[config.mk]
export PLATFORM = sky130hd
export DESIGN_NAME = pwm_steer
export DESIGN_NICKNAME = d
export VERILOG_FILES = /design/src/rtl/pwm_steer_pkg.sv /design/src/rtl/steer_ctrl_reg.sv /design/src/rtl/steer_pin_mux.sv /design/src/rtl/pwm_steer.sv
export SDC_FILE = /design/constraint.sdc
export NUM_CORES = 1
export LEC_CHECK = 0
export BUFFER_PORTS_ARGS = -buffer_cell sky130_fd_sc_hd__buf_4
export CAP_MARGIN = 20
export CORE_MARGIN = 4
export CORE_UTILIZATION = 30
export CTS_BUF_LIST = sky130_fd_sc_hd__clkbuf_4 sky130_fd_sc_hd__clkbuf_8
export DETAILED_ROUTE_END_ITERATION = 8
export GPL_TIMING_DRIVEN = 0
export PLACE_DENSITY_LB_ADDON = 0.25
export SYNTH_ARGS = -nofsm -noshare
export SYNTH_HDL_FRONTEND = slang
export SYNTH_SLANG_ARGS = --single-unit
[constraint.sdc]
create_clock -name clk_i -period 1.7 [get_ports clk_i]
set_input_delay 0.255 -clock clk_i [delete_from_list [all_inputs] [get_ports clk_i]]
set_output_delay 0.255 -clock clk_i [all_outputs]
set_load 0.02 [all_outputs]
[src/rtl/pwm_steer_pkg.sv]
package pwm_steer_pkg;
  localparam int CTRL_W     = 8;
  localparam int SYNC_BIT   = 4;
  localparam int SEL_LSB    = 6;
  localparam int SEL_W      = CTRL_W - SEL_LSB;
  localparam int NUM_PINS   = 4;
  localparam logic [CTRL_W-1:0] CTRL_RST  = 8'h01;
  localparam logic [CTRL_W-1:0] CTRL_MASK = 8'hDF;

  typedef struct packed {
    logic [SEL_W-1:0]    sel;
    logic [NUM_PINS-1:0] en;
  } route_t;
endpackage

[src/rtl/steer_ctrl_reg.sv]
module steer_ctrl_reg
  import pwm_steer_pkg::*;
(
  input  logic              clk_i,
  input  logic              rst_ni,
  input  logic              wr_en_i,
  input  logic [CTRL_W-1:0] wr_data_i,
  input  logic              period_start_i,
  output logic [CTRL_W-1:0] shadow_o,
  output route_t            active_o
);
  localparam route_t ROUTE_RST = '{sel: CTRL_RST[CTRL_W-1:SEL_LSB], en: CTRL_RST[NUM_PINS-1:0]};

  logic [CTRL_W-1:0] shadow_q;
  route_t            active_q;
  logic              wr_now;
  route_t            wr_route, sh_route;

  assign wr_now   = wr_en_i && !wr_data_i[SYNC_BIT];
  assign wr_route = '{sel: wr_data_i[CTRL_W-1:SEL_LSB], en: wr_data_i[NUM_PINS-1:0]};
  assign sh_route = '{sel: shadow_q[CTRL_W-1:SEL_LSB], en: shadow_q[NUM_PINS-1:0]};

  always_ff @(posedge clk_i or negedge rst_ni) begin
    if (!rst_ni) begin
      shadow_q <= CTRL_RST;
      active_q <= ROUTE_RST;
    end else begin
      if (wr_en_i) shadow_q <= wr_data_i & CTRL_MASK;
      // immediate write wins over a period reload
      if (wr_now)              active_q <= wr_route;
      else if (period_start_i) active_q <= sh_route;
    end
  end

  assign shadow_o = shadow_q;
  assign active_o = active_q;


  imm_write_chk: assert property (@(posedge clk_i) disable iff (!rst_ni)
    wr_en_i && !wr_data_i[SYNC_BIT] |=> active_q == $past(wr_route));

  period_load_chk: assert property (@(posedge clk_i) disable iff (!rst_ni)
    period_start_i && !(wr_en_i && !wr_data_i[SYNC_BIT]) |=> active_q == $past(sh_route));

  hold_active_chk: assert property (@(posedge clk_i) disable iff (!rst_ni)
    !period_start_i && !(wr_en_i && !wr_data_i[SYNC_BIT]) |=> $stable(active_q));

  rsvd_zero_chk: assert property (@(posedge clk_i) disable iff (!rst_ni)
    wr_en_i |=> shadow_q[5] == 1'b0 && shadow_q[SYNC_BIT] == $past(wr_data_i[SYNC_BIT]));
endmodule

[src/rtl/steer_pin_mux.sv]
module steer_pin_mux
  import pwm_steer_pkg::*;
(
  input  route_t              route_i,
  input  logic                mode_valid_i,
  input  logic                pwm_i,
  input  logic [1:0]          pol_i,
  input  logic [NUM_PINS-1:0] port_i,
  output logic [NUM_PINS-1:0] pin_o
);
  logic pair_mode;
  assign pair_mode = route_i.sel != '0;

  for (genvar k = 0; k < NUM_PINS; k++) begin : g_pin
    logic inv_k, partner_k, drive_k, wave_k;
    // even pins (A, C) use pol bit 1, odd pins (B, D) use pol bit 0
    assign inv_k     = (k % 2 == 0) ? pol_i[1] : pol_i[0];
    assign partner_k = (k != 0) && (route_i.sel == SEL_W'(k));
    assign drive_k   = mode_valid_i &&
                       (pair_mode ? ((k == 0) || partner_k) : route_i.en[k]);
    assign wave_k    = (partner_k ? ~pwm_i : pwm_i) ^ inv_k;
    assign pin_o[k]  = drive_k ? wave_k : port_i[k];
  end
endmodule

[src/rtl/pwm_steer.sv]
module pwm_steer
  import pwm_steer_pkg::*;
(
  input  logic              clk_i,
  input  logic              rst_ni,
  input  logic              wr_en_i,
  input  logic [CTRL_W-1:0] wr_data_i,
  output logic [CTRL_W-1:0] rd_data_o,
  input  logic              pwm_i,
  input  logic              period_start_i,
  input  logic              mode_valid_i,
  input  logic [1:0]        pol_i,
  input  logic [3:0]        port_i,
  output logic [3:0]        pin_o
);
  route_t active;

  steer_ctrl_reg u_reg (
    .clk_i          (clk_i),
    .rst_ni         (rst_ni),
    .wr_en_i        (wr_en_i),
    .wr_data_i      (wr_data_i),
    .period_start_i (period_start_i),
    .shadow_o       (rd_data_o),
    .active_o       (active)
  );

  steer_pin_mux u_mux (
    .route_i      (active),
    .mode_valid_i (mode_valid_i),
    .pwm_i        (pwm_i),
    .pol_i        (pol_i),
    .port_i       (port_i),
    .pin_o        (pin_o)
  );


  idle_port_chk: assert property (@(posedge clk_i) disable iff (!rst_ni)
    !mode_valid_i |-> pin_o == port_i);

  pair_inverse_chk: assert property (@(posedge clk_i) disable iff (!rst_ni)
    mode_valid_i && active.sel != '0 |->
      ((pin_o[0] ^ pol_i[1]) != (pin_o[active.sel] ^ (active.sel[0] ? pol_i[0] : pol_i[1]))));

  pair_spare_chk: assert property (@(posedge clk_i) disable iff (!rst_ni)
    mode_valid_i && active.sel == 2'd1 |-> pin_o[3:2] == port_i[3:2]);
endmodule

Word level (Yosys, flattened, before mapping)
Index checks and enable logic that the tools add are counted.
{"block": "totals", "regBits": 13, "wordCells": 32}
{"block": "classes", "n_mux": 13, "n_reduce_logical": 8, "bitwise": 5, "eq_ne": 3}
{"op": "two-way mux 6 bit", "count": 2}
{"op": "two-way mux 1 bit", "count": 11}
{"op": "logical AND 1 bit", "count": 5}
{"op": "== test 2 bit (second input constant)", "count": 2}
{"op": "nonzero test 2 bit", "count": 2}
{"op": "XOR 1 bit", "count": 4}
{"op": "== test 2 x 1 -> 1 bit (second input constant)", "count": 1}
{"op": "logical NOT 1 bit", "count": 1}
{"op": "NOT 1 bit", "count": 1}

Logic depth before layout (Yosys ltp)
Gate-level depths: netlist of the first run.
{"block": "depth", "depth_word": 4, "depth_mapped": 5, "ltp_nobuf": 3}

Cells and area by module
Synthesis of the first run repeated with hierarchy kept, for this count alone.
{"block": "unflattened", "hier_cells": 65, "hier_area_um2": 798.3}
{"module": "steer_ctrl_reg", "cells_per_inst": 38, "area_each_um2": 630.6, "instances": 1, "seq_area_each_um2": 327.8}
{"module": "steer_pin_mux", "cells_per_inst": 27, "area_each_um2": 167.7, "instances": 1, "seq_area_each_um2": 0.0}

Worst setup path after synthesis of the first run
OpenSTA, ideal clock, no wires.
{"block": "synth_timing", "path_type": "reg2out", "startpoint": "register u_reg.active_q (netlist bit u_reg.active_o[4])", "endpoint": "output port pin_o[2]", "path_slack_ns": -0.057, "path_buffers": 1, "arrival_ns": 1.502, "required_time_ns": 1.445, "stages_incl_launch_ff": 4, "cell_sequence": "dfrtp_1 > clkbuf_1 > nand2b_1 > o311ai_0"}
{"block": "synth_via", "elab_chain_cells": 4}
{"element": "from (decl)", "line_no": "steer_ctrl_reg.sv:15", "source": "route_t active_q;"}
{"element": "from (signal assigned)", "line_no": "steer_ctrl_reg.sv:30", "source": "if (wr_now) active_q <= wr_route;"}
{"element": "from (signal assigned)", "line_no": "steer_ctrl_reg.sv:31", "source": "else if (period_start_i) active_q <= sh_route;"}
{"element": "== test 2 bit or nonzero test 2 bit (tied branches)", "line_no": "steer_pin_mux.sv:18, steer_pin_mux.sv:12"}
{"element": "two-way mux 1 bit, on equally long branches", "line_no": "steer_pin_mux.sv:21, steer_pin_mux.sv:20"}
{"element": "XOR 1 bit or logical AND 1 bit (tied branches)", "line_no": "steer_pin_mux.sv:21, steer_pin_mux.sv:19"}
{"element": "two-way mux 1 bit *", "line_no": "steer_pin_mux.sv:22", "source": "assign pin_o[k] = drive_k ? wave_k : port_i[k];"}
{"element": "to (decl)", "line_no": "pwm_steer.sv:14", "source": "output logic [3:0] pin_o"}
Every way passes the cells marked *; elsewhere a longest branch is shown, timed or not.

Final worst setup path of the first run
{"block": "layout_timing", "startpoint": "register u_reg.active_q (netlist bit u_reg.active_o[5])", "endpoint": "output port pin_o[1]"}
{"block": "layout_via", "elab_chain_cells": 4}
{"element": "== test 2 x 1 -> 1 bit or nonzero test 2 bit (tied branches)", "line_no": "steer_pin_mux.sv:18, steer_pin_mux.sv:12"}
{"element": "two-way mux 1 bit, on equally long branches", "line_no": "steer_pin_mux.sv:21, steer_pin_mux.sv:20"}
{"element": "XOR 1 bit or logical AND 1 bit (tied branches)", "line_no": "steer_pin_mux.sv:21, steer_pin_mux.sv:19"}
{"element": "two-way mux 1 bit *", "line_no": "steer_pin_mux.sv:22"}
Marked as above.

==> impl_metrics.ini, run 1 <==
[sta]
rsz0062_at_grt = yes
timing.fmax_mhz = 568
hold_viol_final = 0
fin_crit_ns = 1.76
setup_tns_ns = -0.111
min_period_over_period_pct = 104
worst_clock_skew_ns = 0.00400
setup_viol = 3
maxSlewViolCount = 0
layout_setup_ws_ns = -0.0608
fin_hold_ws_ns = 0.193

[placed_design]
dp.final_hpwl_mm = 1.28
port-buffer-count = 27
place_congestion = 0.735

[detailed_routing]
drc = 0
vias = 631
routedWlPerCell_um = 13.6
wl_mm = 1.77
dr.pass1.iters = 4
drtAntennaViolNets = 0
vias_per_cell = 4.85
drt_iter0_drc = 5

[grt]
antenna_found_initial = 0
grt_usage_pct = 10.9
grt_pass1_wl_mm = 2.78
grt.overflow.total = 0
grt_pass1_vias = 618
grt_max_degree = 14

[logic_synthesis]
ys_async_sr_fraction_pct = 100
synth_top_area_share_pct = 38.5
syn_area_per_cell_um2 = 10.4
synth_cell_type_count = 27
synthTopCellsByArea = dfrtp_1, mux2_2, mux2i_1
synthFlopType = dfrtp_1
syn_inst = 69
ys_seq_elements = 13
synth-edff-count = 0
synth_area_leader_cell = dfrtp_1
ys_seq_area_share_pct = 45.8
syn_nets = 89
yosysMostFrequentCell = dfrtp_1
netlist_top_cells_count = dfrtp_1, mux2_2, o21ai_0
synth_area_um2 = 716
yosysWarnings = 0

[floorplanning]
rows = 17
core_area_mm2 = 0.00223
dieArea_mm2 = 0.00323
die_y_um = 56.8
initial_core_util_pct = 32.0
ioPinCount = 32
die_x_um = 56.8

[setup_path]
required_ns = 1.44
cp_slowest_cell = or4b_4
critPathMaxStageDelay_ns = 0.47
rr_startpoint = u_reg.active_o[4]
reg2reg_slack_ns = 0.74
path_cells = nand2b_4, or4b_4, nand3_2, buf_6
cp-start-kind = flop
critPathKind = flop to primary output
timing.rr.end = u_reg.active_o[4]
arrival_ns = 1.51
r2r_cells = 3
critPathMaxFanout = 3
cp-end-kind = primary output

[clocking]
clockBufferDepth = 2
root_buffer = clkbuf_4
clk_pin_slew_worst_paths_ns = 0.08
clock_latency_ns = 0.27
htree_levels = 1
cts_inserted_buffers = 3
clock-sinks = 13
cts_tree = yes

[worst_hold_path]
holdCritPathClass = input pin to flop
hold_start = wr_data_i[1]
hold_depth = 3
min_to = u_reg.active_o[1]

[pwr]
ir_worst_vdd_v = 0.000486
power.leakage_nw = 0.481
cellPowerDensity_mw_per_mm2 = 829

[status]
status = finished, violations left
failed_checks = negative setup slack

[cells_and_area]
nets = 123
area_delta_synth_final_pct = 46.7
diodes = 0
drive_gt1_share_pct = 52.9

[flow_run]
drv_cap = 0
[stage by stage]
stage	utilization, %	setup WS (ns)	cells	instance area [µm²]	total power [W]
2_1_floorplan	-	0.188	69	716	0.000522
3_3_place_gp	42.7	0.0833	124	953	0.000629
3_5_place_dp	42.7	0.0828	124	953	0.000637
4_1_cts	45.4	-0.0726	129	1010	0.000861
5_1_grt	47.0	-0.116	130	1050	0.000930
6_report	47.0	-0.0608	130	1050	0.000871
[metal layers]
| metal | vias to the layer above | global-route usage (%) | share of wire, % |
|---|---|---|---|
| li1 | 312 | - | - |
| met1 | 288 | 15.0 | 44 |
| met2 | 31 | 16.3 | 45 |
| met3 | 0 | 2.76 | 10 |
| met4 | 0 | 3.97 | 0 |
| met5 | - | 0 | 0 |
[layout by cell type (no fill, tap or decap)]
cell type / count
inv_1: 1
a21oi_1: 1
a211oi_2: 1
nand2_1: 6
clkbuf_4: 4
o311ai_1: 1
or4b_4: 1
o31ai_2: 1
conb_1: 1
mux2i_1: 6
nand3_2: 1
buf_2: 2
nand2b_1: 1
xor2_1: 1
a21boi_0: 1
o21ai_0: 7
dfrtp_2: 1
nand2b_4: 2
dfstp_2: 2
mux2_2: 8
nor2b_1: 3
nand3b_1: 1
nor2_1: 2
dfrtp_1: 10
dlygate4sd3_1: 1
nand4_1: 2
buf_1: 1
buf_4: 29
xnor2_1: 1
o21ai_1: 1
a311oi_2: 1
buf_6: 1
[cells by family (layout without fill, tap and decap cells)]
group,count (synthesis),in the layout,share of synthesized area [%]
compound gates,14,14,11.9
simple gates,19,19,14.3
mux,14,14,21.0
xor+xnor,2,2,2.45
other cells,1,1,0.524
flops,13,13,45.8
buf+inv,6,39,4.02
[how the worst max path moves through the flow]
stage | start | endpoint
after detailed placement | u_reg.active_o[4] | pin_o[0]
after global routing | u_reg.active_o[5] | pin_o[1]
after global placement | u_reg.active_o[4] | pin_o[0]
after CTS | u_reg.active_o[5] | pin_o[1]
after floorplan | u_reg.active_o[4] | pin_o[2]
final | u_reg.active_o[5] | pin_o[1]
[worst max-delay path: cells and delay by family, from the launching register on]
family        cells  cell delay [ns]
flops             1             0.42
buf+inv           1             0.11
simple gates      3             0.70
[report_power, final]
group / internal [W] / switching [W] / leakage (nW)
registers: 0.000351 / 0.0000367 / 0.150
clock network: 0.000107 / 0.0000971 / 0.0184
logic: 0.000145 / 0.000134 / 0.313
[area by class of cell]
cell class	count	area, µm²
clock buffers	4	30.0
fillers	231	1180
plain buffers	4	21.3
well taps	28	35.0
repair buffers	30	231
inverters	1	3.75
multi-input cells	50	399
flip-flops and latches	13	329
[state kept, by name (all words and copies together) (netlist names)]
name	count
u_reg.active_o	6
u_reg.shadow_o	7
[timing repair]
item                                    CTS  global route
gates resized for setup                   4             7
endpoints found under the hold margin    11             0
pin swaps                                 1             0
endpoints found under the setup margin    4             3
buffers inserted                          1             1
hold buffers                              1             0
Power figures use the tool's default switching activity.
==> run 2: changes to the inputs <==
PLACE_DENSITY_LB_ADDON = 0.3   (was 0.25)
==> run 2 against run 1 <==
Net effect:
- the run still ends with negative setup slack left
- die area unchanged
- worst setup slack got worse by 0.0020 ns
- flip-flop and latch count stayed put
- sequential share of layout area up 0.38 points
- register-to-register slack got worse by 0.09 ns
- clock power is essentially flat
- combinational power barely moved
- critical path type unchanged
==> impl_metrics.ini, run 2 (synthesis results as in run 1) <==
[status]
status = finished, violations left
failed_checks = negative setup slack

[pwr]
p_total_w = 0.000863
intPower_w = 0.000602
clock_power_share_pct = 23.4
ir_worst_vdd_v = 0.000482
power.switching_w = 0.000260
swShare_pct = 30.2
pwr-share-comb_pct = 32.0
seq_power_share_pct = 44.6
power.leakage_nw = 0.479
cellPowerDensity_mw_per_mm2 = 832

[sta]
fin_crit_ns = 1.76
timing.fmax_mhz = 567
setup_viol = 2
hold_viol_final = 0
worst_clock_skew_ns = 0.000338
rsz0062_at_grt = yes
layout_setup_ws_ns = -0.0628
min_period_over_period_pct = 104
maxSlewViolCount = 0

[cells_and_area]
fin_cells = 131
n_fill_cell = 222
diodes = 0
mostFrequentLayoutCell = buf_4
area_delta_synth_final_pct = 44.9
drive_gt1_share_pct = 50.5
nets = 124
largest_reg_flops = 7
mostFrequentLayoutCells = buf_4, dfrtp_1, o21ai_0, mux2_2

[clocking]
clock_latency_ns = 0.27
clk_pin_slew_worst_paths_ns = 0.07
clockBufferDepth = 2
htree_levels = 1
cts_inserted_buffers = 3
clock-sinks = 13
cts_tree = yes
root_buffer = clkbuf_4

[grt]
grt_pass1_vias = 689
grt_pass1_wl_mm = 3.15
grt_usage_pct = 12.2
antenna_found_initial = 0
grt.overflow.total = 0
grt_max_degree = 14

[setup_path]
critPathMaxFanout = 4
cp_slowest_cell = or4b_4
r2r_cells = 4
critPathKind = flop to primary output
required_ns = 1.44
cp-start-kind = flop
critPathMaxStageDelay_ns = 0.48
cp_num_cells = 4
cp-end-kind = primary output
arrival_ns = 1.51
path_buf_inv = 1
path_cells = nand2b_4, or4b_4, nand3_2, buf_6
critPathTopFamily = simple AND/OR/NAND/NOR gates

[placed_design]
port-buffer-count = 27
dp_cells = 124
place_congestion = 0.750

[detailed_routing]
routedWlPerCell_um = 13.6
wl_mm = 1.78
drc = 0
vias = 625
dr.pass1.iters = 4
drt_iter0_drc = 12
drtAntennaViolNets = 0
vias_per_cell = 4.77

[worst_hold_path]
holdCritPathClass = input pin to flop
hold_depth = 3

[floorplanning]
die_x_um = 56.8
dieArea_mm2 = 0.00323
core_area_mm2 = 0.00223
rows = 17
ioPinCount = 32
die_y_um = 56.8
initial_core_util_pct = 32.0

[flow_run]
drv_cap = 0
[run 2: through the flow]
| stage | setup WS (ns) | area (µm²) | hold WS [ns] | TNS (ns) | utilization (%) |
|---|---|---|---|---|---|
| after detailed placement | 0.0883 | 953 | 0.110 | 0 | 42.7 |
| after floorplan | 0.188 | 716 | -0.0406 | 0 | - |
| after CTS | -0.0745 | 1030 | 0.191 | -0.108 | 46.2 |
| after global routing | -0.129 | 1040 | 0.204 | -0.326 | 46.4 |
| after global placement | 0.0889 | 953 | 0.106 | 0 | 42.7 |
| final | -0.0628 | 1040 | 0.197 | -0.0740 | 46.4 |
[run 2: final timing paths]
check	start	to	slack, ns
min reg2reg	u_reg.shadow_o[4]	u_reg.shadow_o[4]	0.53
min	wr_data_i[7]	u_reg.active_o[5]	0.20
min in group asynchronous	rst_ni	u_reg.shadow_o[3]	0.35
max reg2reg	u_reg.active_o[4]	u_reg.active_o[4]	0.65
max in group asynchronous	rst_ni	u_reg.shadow_o[0]	1.11
max	u_reg.active_o[5]	pin_o[1]	-0.06
[run 2: timing repair]
action | 4_1_cts | 5_1_grt
endpoints found under the hold margin | 11 | 0
gates resized for setup | 6 | 4
pin swaps | 1 | 1
setup endpoints to repair | 4 | 4
hold buffers | 1 | 0
setup buffers | 3 | 0
[run 2: power by group through the flow]
stage               Clock (W)  Sequential, W  Combinational [W]
floorplan                   0       0.000399           0.000123
global placement            0       0.000384           0.000245
detailed placement          0       0.000386           0.000251
CTS                  0.000212       0.000384           0.000274
global route         0.000227       0.000391           0.000305
finish               0.000202       0.000385           0.000276
[run 2: layout make-up]
class | instances | area [µm²] | area share [%]
buffer | 4 | 21.3 | 2.05
clock buffer | 4 | 30.0 | 2.90
inverter | 1 | 3.75 | 0.362
multi-input combinational | 50 | 375 | 36.2
sequential | 13 | 329 | 31.7
tap | 28 | 35.0 | 3.38
timing repair buffer | 31 | 243 | 23.4
[run 2: metal layers]
metal / GRT usage, % / up-vias / share of wire (%)
li1: - / 311 / -
met1: 15.7 / 286 / 44
met2: 19.5 / 28 / 47
met3: 2.76 / 0 / 8.9
met4: 4.97 / 0 / 0
met5: 0 / - / 0
[run 2: worst min-delay path: stages]
cell and delay [ns]:
buf_4 0.08, nand2_1 0.04, o21ai_0 0.06
